===== src/rtl/clockram_pkg.sv =====
package clockram_pkg;
  localparam int unsigned ADDR_W = 7;
  localparam int unsigned DATA_W = 8;
  localparam int unsigned DEPTH  = 1 << ADDR_W;

  localparam logic [ADDR_W-1:0] OFS_SEC = 7'h00;
  localparam logic [ADDR_W-1:0] OFS_MIN = 7'h02;
  localparam logic [ADDR_W-1:0] OFS_HR  = 7'h04;
  localparam logic [ADDR_W-1:0] OFS_DAY = 7'h07;
  localparam logic [ADDR_W-1:0] OFS_MON = 7'h08;
  localparam logic [ADDR_W-1:0] OFS_YR  = 7'h09;
  localparam logic [ADDR_W-1:0] OFS_CTL = 7'h0B;
  localparam logic [ADDR_W-1:0] OFS_CEN = 7'h32;

  localparam int unsigned MODE24_BIT = 1;
  localparam int unsigned PM_BIT     = 7;

  typedef struct packed {
    logic [DATA_W-1:0] sec;
    logic [DATA_W-1:0] min;
    logic [DATA_W-1:0] hr;
    logic [DATA_W-1:0] day;
    logic [DATA_W-1:0] mon;
    logic [DATA_W-1:0] yr;
    logic [DATA_W-1:0] ctl;
    logic [DATA_W-1:0] cen;
  } clk_regs_t;

  function automatic logic [7:0] bcd_inc(input logic [7:0] v);
    if (v[3:0] >= 4'd9) return {v[7:4] + 4'd1, 4'h0};
    else                return {v[7:4], v[3:0] + 4'd1};
  endfunction

  function automatic logic is_leap(input logic [7:0] yr);
    logic [3:0] t;
    logic [3:0] o;
    t = yr[7:4];
    o = yr[3:0];
    if (!t[0]) return (o == 4'd0) || (o == 4'd4) || (o == 4'd8);
    else       return (o == 4'd2) || (o == 4'd6);
  endfunction

  function automatic logic [7:0] month_last(input logic [7:0] mon, input logic [7:0] yr);
    case (mon)
      8'h02:                      return is_leap(yr) ? 8'h29 : 8'h28;
      8'h04, 8'h06, 8'h09, 8'h11: return 8'h30;
      default:                    return 8'h31;
    endcase
  endfunction

  function automatic logic is_clock_ofs(input logic [ADDR_W-1:0] a);
    return (a == OFS_SEC) || (a == OFS_MIN) || (a == OFS_HR) || (a == OFS_DAY) ||
           (a == OFS_MON) || (a == OFS_YR) || (a == OFS_CTL) || (a == OFS_CEN);
  endfunction
endpackage


===== src/rtl/clockram_prescale.sv =====
module clockram_prescale #(
  parameter int unsigned PULSES_PER_SEC = 32768
) (
  input  logic clk,
  input  logic rst,
  input  logic tb_pulse,
  output logic sec_tick
);
  localparam int unsigned CNT_W = (PULSES_PER_SEC > 2) ? $clog2(PULSES_PER_SEC) : 1;
  localparam logic [CNT_W-1:0] LAST = CNT_W'(PULSES_PER_SEC - 1);

  logic [CNT_W-1:0] cnt;

  always_ff @(posedge clk) begin
    if (rst) begin
      cnt      <= '0;
      sec_tick <= 1'b0;
    end else begin
      sec_tick <= 1'b0;
      if (tb_pulse) begin
        if (cnt == LAST) begin
          cnt      <= '0;
          sec_tick <= 1'b1;
        end else begin
          cnt <= cnt + 1'b1;
        end
      end
    end
  end

  // a second only ever follows a timebase strobe
  p_tick_from_pulse_r4: assert property (@(posedge clk) disable iff (rst)
    sec_tick |-> $past(tb_pulse));
endmodule


===== src/rtl/clockram_time.sv =====
module clockram_time
  import clockram_pkg::*;
(
  input  logic              clk,
  input  logic              rst,
  input  logic              sec_tick,
  input  logic              wr_en,
  input  logic [ADDR_W-1:0] wr_ofs,
  input  logic [DATA_W-1:0] wr_data,
  output clk_regs_t         regs
);
  clk_regs_t nxt;
  logic c_min, c_hr, c_day, c_mon, c_yr;
  logic [6:0] h12;

  always_comb begin
    nxt   = regs;
    c_min = 1'b0;
    c_hr  = 1'b0;
    c_day = 1'b0;
    c_mon = 1'b0;
    c_yr  = 1'b0;
    h12   = regs.hr[6:0];
    if (sec_tick) begin
      c_min   = (regs.sec == 8'h59);
      nxt.sec = c_min ? 8'h00 : bcd_inc(regs.sec);
      if (c_min) begin
        c_hr    = (regs.min == 8'h59);
        nxt.min = c_hr ? 8'h00 : bcd_inc(regs.min);
      end
      if (c_hr) begin
        if (regs.ctl[MODE24_BIT]) begin
          c_day  = (regs.hr == 8'h23);
          nxt.hr = c_day ? 8'h00 : bcd_inc(regs.hr);
        end else if (h12 == 7'h12) begin
          nxt.hr = {regs.hr[PM_BIT], 7'h01};
        end else if (h12 == 7'h11) begin
          c_day  = regs.hr[PM_BIT];
          nxt.hr = {~regs.hr[PM_BIT], 7'h12};
        end else begin
          nxt.hr = {regs.hr[PM_BIT], 7'(bcd_inc({1'b0, h12}))};
        end
      end
      if (c_day) begin
        c_mon   = (regs.day == month_last(regs.mon, regs.yr));
        nxt.day = c_mon ? 8'h01 : bcd_inc(regs.day);
      end
      if (c_mon) begin
        c_yr    = (regs.mon == 8'h12);
        nxt.mon = c_yr ? 8'h01 : bcd_inc(regs.mon);
      end
      if (c_yr) begin
        if (regs.yr == 8'h99) begin
          nxt.yr  = 8'h00;
          nxt.cen = bcd_inc(regs.cen);
        end else begin
          nxt.yr = bcd_inc(regs.yr);
        end
      end
    end
    if (wr_en) begin
      case (wr_ofs)
        OFS_SEC: nxt.sec = wr_data;
        OFS_MIN: nxt.min = wr_data;
        OFS_HR:  nxt.hr  = wr_data;
        OFS_DAY: nxt.day = wr_data;
        OFS_MON: nxt.mon = wr_data;
        OFS_YR:  nxt.yr  = wr_data;
        OFS_CTL: nxt.ctl = wr_data;
        OFS_CEN: nxt.cen = wr_data;
        default: ;
      endcase
    end
  end

  always_ff @(posedge clk) begin
    if (rst) begin
      regs <= '{sec: 8'h00, min: 8'h00, hr: 8'h00, day: 8'h01, mon: 8'h01,
                yr: 8'h00, ctl: 8'h02, cen: 8'h20};
    end else begin
      regs <= nxt;
    end
  end

  // without a second or a host write nothing in the clock moves
  p_idle_hold_r4: assert property (@(posedge clk) disable iff (rst)
    (!sec_tick && !wr_en) |=> $stable(regs));

  // seconds wrap from 59 to 00
  p_sec_wrap_r5: assert property (@(posedge clk) disable iff (rst)
    (sec_tick && !wr_en && regs.sec == 8'h59) |=> (regs.sec == 8'h00));

  // 23:59:59 in 24-hour mode goes to hour 00 and moves the day
  p_hr_wrap_r6: assert property (@(posedge clk) disable iff (rst)
    (sec_tick && !wr_en && regs.ctl[MODE24_BIT] && regs.hr == 8'h23 &&
     regs.min == 8'h59 && regs.sec == 8'h59)
    |=> (regs.hr == 8'h00 && regs.day != $past(regs.day)));

  // 11:59:59 AM goes to 12 PM
  p_noon_r8: assert property (@(posedge clk) disable iff (rst)
    (sec_tick && !wr_en && !regs.ctl[MODE24_BIT] && regs.hr == 8'h11 &&
     regs.min == 8'h59 && regs.sec == 8'h59) |=> (regs.hr == 8'h92));

  // a host write to seconds is kept even on a second boundary
  p_host_wins_r9: assert property (@(posedge clk) disable iff (rst)
    (wr_en && wr_ofs == OFS_SEC) |=> (regs.sec == $past(wr_data)));
endmodule


===== src/rtl/clockram_store.sv =====
module clockram_store #(
  parameter int unsigned AW    = 7,
  parameter int unsigned DW    = 8,
  parameter int unsigned WORDS = 1 << AW
) (
  input  logic          clk,
  input  logic          we,
  input  logic [AW-1:0] waddr,
  input  logic [DW-1:0] wdata,
  input  logic          re,
  input  logic [AW-1:0] raddr,
  output logic [DW-1:0] rdata
);
  logic [DW-1:0] mem [WORDS];

  always_ff @(posedge clk) begin
    if (we) mem[waddr] <= wdata;
    if (re) rdata <= mem[raddr];
  end
endmodule


===== src/rtl/clockram.sv =====
module clockram
  import clockram_pkg::*;
#(
  parameter int unsigned PULSES_PER_SEC = 32768
) (
  input  logic              clk,
  input  logic              rst,
  input  logic              tb_pulse,
  input  logic              host_port,
  input  logic              host_wr,
  input  logic              host_rd,
  input  logic [DATA_W-1:0] host_wdata,
  output logic [DATA_W-1:0] host_rdata
);
  logic [ADDR_W-1:0] idx;
  logic              sec_tick;
  clk_regs_t         regs;
  logic              data_wr, data_rd, sel_clock;
  logic [DATA_W-1:0] clock_byte, ram_q, hold_q;
  logic              use_ram;

  assign data_wr   = host_wr && host_port;
  assign data_rd   = host_rd && host_port;
  assign sel_clock = is_clock_ofs(idx);

  always_ff @(posedge clk) begin
    if (rst) idx <= '0;
    else if (host_wr && !host_port) idx <= host_wdata[ADDR_W-1:0];
  end

  clockram_prescale #(.PULSES_PER_SEC(PULSES_PER_SEC)) u_prescale (
    .clk(clk), .rst(rst), .tb_pulse(tb_pulse), .sec_tick(sec_tick));

  clockram_time u_time (
    .clk(clk), .rst(rst), .sec_tick(sec_tick),
    .wr_en(data_wr && sel_clock), .wr_ofs(idx), .wr_data(host_wdata),
    .regs(regs));

  clockram_store #(.AW(ADDR_W), .DW(DATA_W), .WORDS(DEPTH)) u_store (
    .clk(clk), .we(data_wr && !sel_clock), .waddr(idx), .wdata(host_wdata),
    .re(data_rd && !sel_clock), .raddr(idx), .rdata(ram_q));

  always_comb begin
    case (idx)
      OFS_SEC: clock_byte = regs.sec;
      OFS_MIN: clock_byte = regs.min;
      OFS_HR:  clock_byte = regs.hr;
      OFS_DAY: clock_byte = regs.day;
      OFS_MON: clock_byte = regs.mon;
      OFS_YR:  clock_byte = regs.yr;
      OFS_CTL: clock_byte = regs.ctl;
      OFS_CEN: clock_byte = regs.cen;
      default: clock_byte = '0;
    endcase
  end

  always_ff @(posedge clk) begin
    if (rst) begin
      hold_q  <= '0;
      use_ram <= 1'b0;
    end else if (host_rd) begin
      if (!host_port) begin
        hold_q  <= {1'b0, idx};
        use_ram <= 1'b0;
      end else if (sel_clock) begin
        hold_q  <= clock_byte;
        use_ram <= 1'b0;
      end else begin
        use_ram <= 1'b1;
      end
    end
  end

  assign host_rdata = use_ram ? ram_q : hold_q;

  // the select port keeps only the low seven bits
  p_index_low7_r2: assert property (@(posedge clk) disable iff (rst)
    (host_wr && !host_port) |=> (idx == $past(host_wdata[ADDR_W-1:0])));
endmodule


===== config.mk =====
export PLATFORM = sky130hd
export DESIGN_NAME = clockram
export DESIGN_NICKNAME = d
export VERILOG_FILES = /design/src/rtl/clockram_pkg.sv /design/src/rtl/clockram_prescale.sv /design/src/rtl/clockram_time.sv /design/src/rtl/clockram_store.sv /design/src/rtl/clockram.sv
export SDC_FILE = /design/constraint.sdc
export NUM_CORES = 1
export LEC_CHECK = 0
export BUFFER_PORTS_ARGS = -buffer_cell sky130_fd_sc_hd__buf_2
export CAP_MARGIN = 5
export CORE_MARGIN = 2
export CORE_UTILIZATION = 45
export CTS_CLUSTER_DIAMETER = 150
export DETAILED_ROUTE_END_ITERATION = 8
export SETUP_SLACK_MARGIN = 0.3
export SLEW_MARGIN = 20
export SYNTH_ARGS = -nofsm -noshare
export SYNTH_HDL_FRONTEND = slang
export SYNTH_SLANG_ARGS = --single-unit

===== constraint.sdc =====
create_clock -name clk -period 4 [get_ports clk]
set_input_delay 0.4 -clock clk [delete_from_list [all_inputs] [get_ports clk]]
set_output_delay 0.4 -clock clk [all_outputs]
set_load 0.005 [all_outputs]

==> results.txt <==
The signal on the critical path passes through nor3_1 -> o21ai_0 -> a211o_1 -> and2_1 -> and3_1 -> nand2_1 -> buf_4 -> nor2_1. IR analysis of the VDD net gives a maximum drop of 389 uV. The core utilization of the finished layout was 51.0%; the site row count was 117.

By area the synthesized netlist is led by sky130_fd_sc_hd__edfxtp_1 68%, sky130_fd_sc_hd__mux4_2 17%, sky130_fd_sc_hd__dfxtp_1 4.2%, sky130_fd_sc_hd__nor2_1 1.9%, sky130_fd_sc_hd__ha_1 1.1%. Hold repair after CTS inserted 0 buffers. In this run the worst path has a maximum fanout of 9. Initial detailed-routing violation count: 2389. The detail route stage leaves a number of antenna-violating nets equal to 0. Clock-pin slew was measured on the worst setup and hold paths at 0.06 ns. Summing every instance area after synthesis gives 45900 sq um. For this design, the slowest cell found on the critical path is sky130_fd_sc_hd__nor2_1. The number of buffers and inverters on the critical path was 1.

Dividing total power by cell area gives a power density of 473 nW/um^2. TritonCTS built the clock tree. The first global-routing pass estimated 159000 microns of wire. Max-cap violations in this run came to 0. For this block, the via count after detailed routing is 23.3k. At the pin with the least slew margin, the transition time is 1.10 ns.

The number of nets in the final layout was 2590. After layout, the worst path uses 87.3% of the clock period. The number of gates resized after CTS was 0. The post-synthesis register bit count was 1128; the area fraction of the dominant cell type after synthesis was 67.6%. The run gives 0 as the diode insertion count for antenna repair. The H-tree level count was 3. Port buffer count: 21. The fraction of final layout cells sized beyond drive strength 1 is 24.0%. The aggregate global routing overflow was 0.

The tools report the largest net degree at the start of global routing as 92. Leaving out fill and tap cells, the most frequent cells in the layout are 1032 x sky130_fd_sc_hd__edfxtp_1, 336 x sky130_fd_sc_hd__mux4_2, 223 x sky130_fd_sc_hd__nor2_1. Setup violations remaining at the end of the flow were counted as 0. The total area inside the core boundary comes to 101000 sq um. The type of the tightest min-delay check is in2reg. For the part of the Yosys area used for sequential elements, the log shows 71.8%. The data arrival at the endpoint of the critical path is 3.80 ns, and the initial antenna violation count is 2. The placed cell area is 48100 sq um, and the clock net sink count is 1128. The logs give 0 for the number of warning messages in the yosys log and 3 for the clock tree buffer depth. The fill cell total of the finished layout was 8057. At the later pin of the worst-skew pair, clock insertion delay measures 0.71 ns.

In this run the vertical extent of the chip is 323 microns. Once the floorplan was initialized, standard cells occupied 45.2% of the core. The run gives 113 as the number of buffers inserted during clock tree synthesis. The tree is rooted in a sky130_fd_sc_hd__clkbuf_16. The relative area change from synthesis to final layout was 12.9%; the total negative setup slack was 0 ns. The number of flops mapped to enable cells by yosys was 1032; the detailed-route vias per instance was 5.83.

The routed design has 107000 microns of wire. Synthesis produced 2397 cells. Top flip-flop cell by instance count after synthesis: sky130_fd_sc_hd__edfxtp_1. The async set-reset flop share out of synthesis is 0%, and the worst relative slew slack is 26.6%. The final instance area is 51800 sq um.

The logs give 104000 sq um for the die outline area and 0.844 for the placer congestion estimate. Data on the critical path is required at its endpoint by 4.31 ns. The family with the most delay on the worst path is simple AND/OR/NAND/NOR gates. The achievable frequency was 286 MHz. Setup repair after global routing left no endpoint under its margin. The flow ran to the end, and the final reports show no timing, DRC or antenna violations. The critical path is of the reg2reg type.

Synthesis instantiated 72 different standard cells from the library. The minimum clock period after layout was 3.49 ns. Type of destination of the critical path: a register. The routed wirelength normalized by instance count was 26.8 microns. The worst setup path is launched from a register.

Clock skew on the completed layout was measured at 0.0207 ns. For this design the static power due to leakage is 15.9 nW. For this design the top-level I/O count stands at 22.

The logs give 0.51 ns for the setup slack on the worst flop-to-flop path and 23.8k for the via count of the first global-routing pass. The number of pins exceeding their max-slew limit in the final report was 0. Iteration count of the initial detailed-routing pass: 8. The largest stage delay on the critical path is 0.72 ns, and the post-synthesis average cell area is 19.1 sq um. The run gives 0 as the number of failing hold endpoints at the final stage. The run gives 0 as the post-CTS setup-driven buffer insertion count. The global-route usage over all layers is 20.8%. The synthesized design spends more area on one cell type than any other, namely sky130_fd_sc_hd__edfxtp_1.

Leading cell type in the layout, fill and taps excluded: sky130_fd_sc_hd__edfxtp_1. The HPWL after detailed placement is 66200 microns. In this run the horizontal extent of the chip is 323 microns. Residual DRC count: 0.
==> sequential cells by signal (all words and copies together), names as in the netlist <==
| signal | flops |
|---|---|
| hold_q | 8 |
| idx | 7 |
| u_prescale.cnt | 15 |
| u_prescale.sec_tick | 1 |
| u_store.mem | 1024 |
| u_store.rdata | 8 |
| u_time.regs | 64 |
| use_ram | 1 |
==> cells in the mapped netlist (6+ instances only) <==
master	count
sky130_fd_sc_hd__and4_1	7
sky130_fd_sc_hd__buf_4	7
sky130_fd_sc_hd__nand3_1	48
sky130_fd_sc_hd__clkbuf_1	83
sky130_fd_sc_hd__and2_1	7
sky130_fd_sc_hd__a21oi_1	50
sky130_fd_sc_hd__nor2b_1	9
sky130_fd_sc_hd__dfxtp_1	96
sky130_fd_sc_hd__nor3_1	25
sky130_fd_sc_hd__nor2_1	226
sky130_fd_sc_hd__and3_1	18
sky130_fd_sc_hd__a22oi_1	16
sky130_fd_sc_hd__a211oi_1	21
sky130_fd_sc_hd__a222oi_1	9
sky130_fd_sc_hd__nor3b_1	6
sky130_fd_sc_hd__inv_1	33
sky130_fd_sc_hd__nand2b_1	8
sky130_fd_sc_hd__mux2_2	17
sky130_fd_sc_hd__xor2_1	16
sky130_fd_sc_hd__buf_2	36
sky130_fd_sc_hd__xnor2_1	14
sky130_fd_sc_hd__mux2i_1	14
sky130_fd_sc_hd__mux4_2	336
sky130_fd_sc_hd__edfxtp_1	1032
sky130_fd_sc_hd__a311oi_1	11
sky130_fd_sc_hd__o21ai_0	29
sky130_fd_sc_hd__ha_1	41
sky130_fd_sc_hd__nand2_1	77
sky130_fd_sc_hd__nand4_1	14
==> per-stage QoR <==
stage	std cells	setup WS [ns]	hold slack, ns	power [W]
after floorplan	2460	0.790	0.436	0.0139
after global placement	3788	0.370	0.442	0.0144
after detailed placement	3788	0.360	0.452	0.0144
after CTS	3996	0.325	0.0296	0.0247
after global routing	3996	0.335	0.0827	0.0252
final	3996	0.508	0.0802	0.0245
==> worst reg2reg max path: cells and delay by family, from the launching register on <==
family | cells | cell delay, ns
buf+inv | 1 | 0.32
compound gates | 2 | 0.62
flops | 1 | 0.58
simple gates | 5 | 1.59
==> final timing paths <==
check,startpoint,end,cells past startpoint
worst min-delay path,host_rd,use_ram$_SDFFE_PP0P_,4
worst min register to register,u_time.regs[10]$_SDFFE_PP0P_,u_time.regs[10]$_SDFFE_PP0P_,2
worst max register to register,idx[6]$_SDFFE_PP0P_,u_store.mem[85][1]$_DFFE_PP_,8
worst max-delay path,idx[6]$_SDFFE_PP0P_,u_store.mem[85][1]$_DFFE_PP_,8
==> metal layers <==
| layer | global-route usage (%) | share of wire, % | up-vias |
|---|---|---|---|
| li1 | - | - | 10013 |
| met1 | 30.0 | 43 | 12415 |
| met2 | 33.5 | 49 | 731 |
| met3 | 3.19 | 5.9 | 148 |
| met4 | 5.04 | 1.9 | 0 |
| met5 | 0 | 0 | - |
==> cell type report <==
class | count | area (sq um) | share of cell area (%)
clock buffer | 144 | 3040 | 5.86
clock inverter | 64 | 599 | 1.16
multi-input combinational | 1166 | 12500 | 24.1
tap | 1368 | 1710 | 3.31
sequential | 1128 | 32900 | 63.6
timing repair buffer | 93 | 882 | 1.70
inverter | 33 | 124 | 0.239
==> logic make-up after synthesis <==
| logic type | count (synthesis) | share of synthesized area, % |
|---|---|---|
| mux | 367 | 17.2 |
| compound gates | 178 | 2.71 |
| xor+xnor | 30 | 0.573 |
| buf+inv | 166 | 1.55 |
| other cells | 1 | 0.00818 |
| simple gates | 486 | 5.03 |
| fa+ha+maj | 41 | 1.12 |
| flops | 1128 | 71.8 |
==> power by group <==
group          total (W)  internal (W)  switching [W]
logic            0.00119      0.000485       0.000709
clock network     0.0103       0.00588        0.00443
registers         0.0130        0.0129      0.0000516
total             0.0245        0.0193        0.00519
No activity file was read; power rests on OpenSTA's default activity.
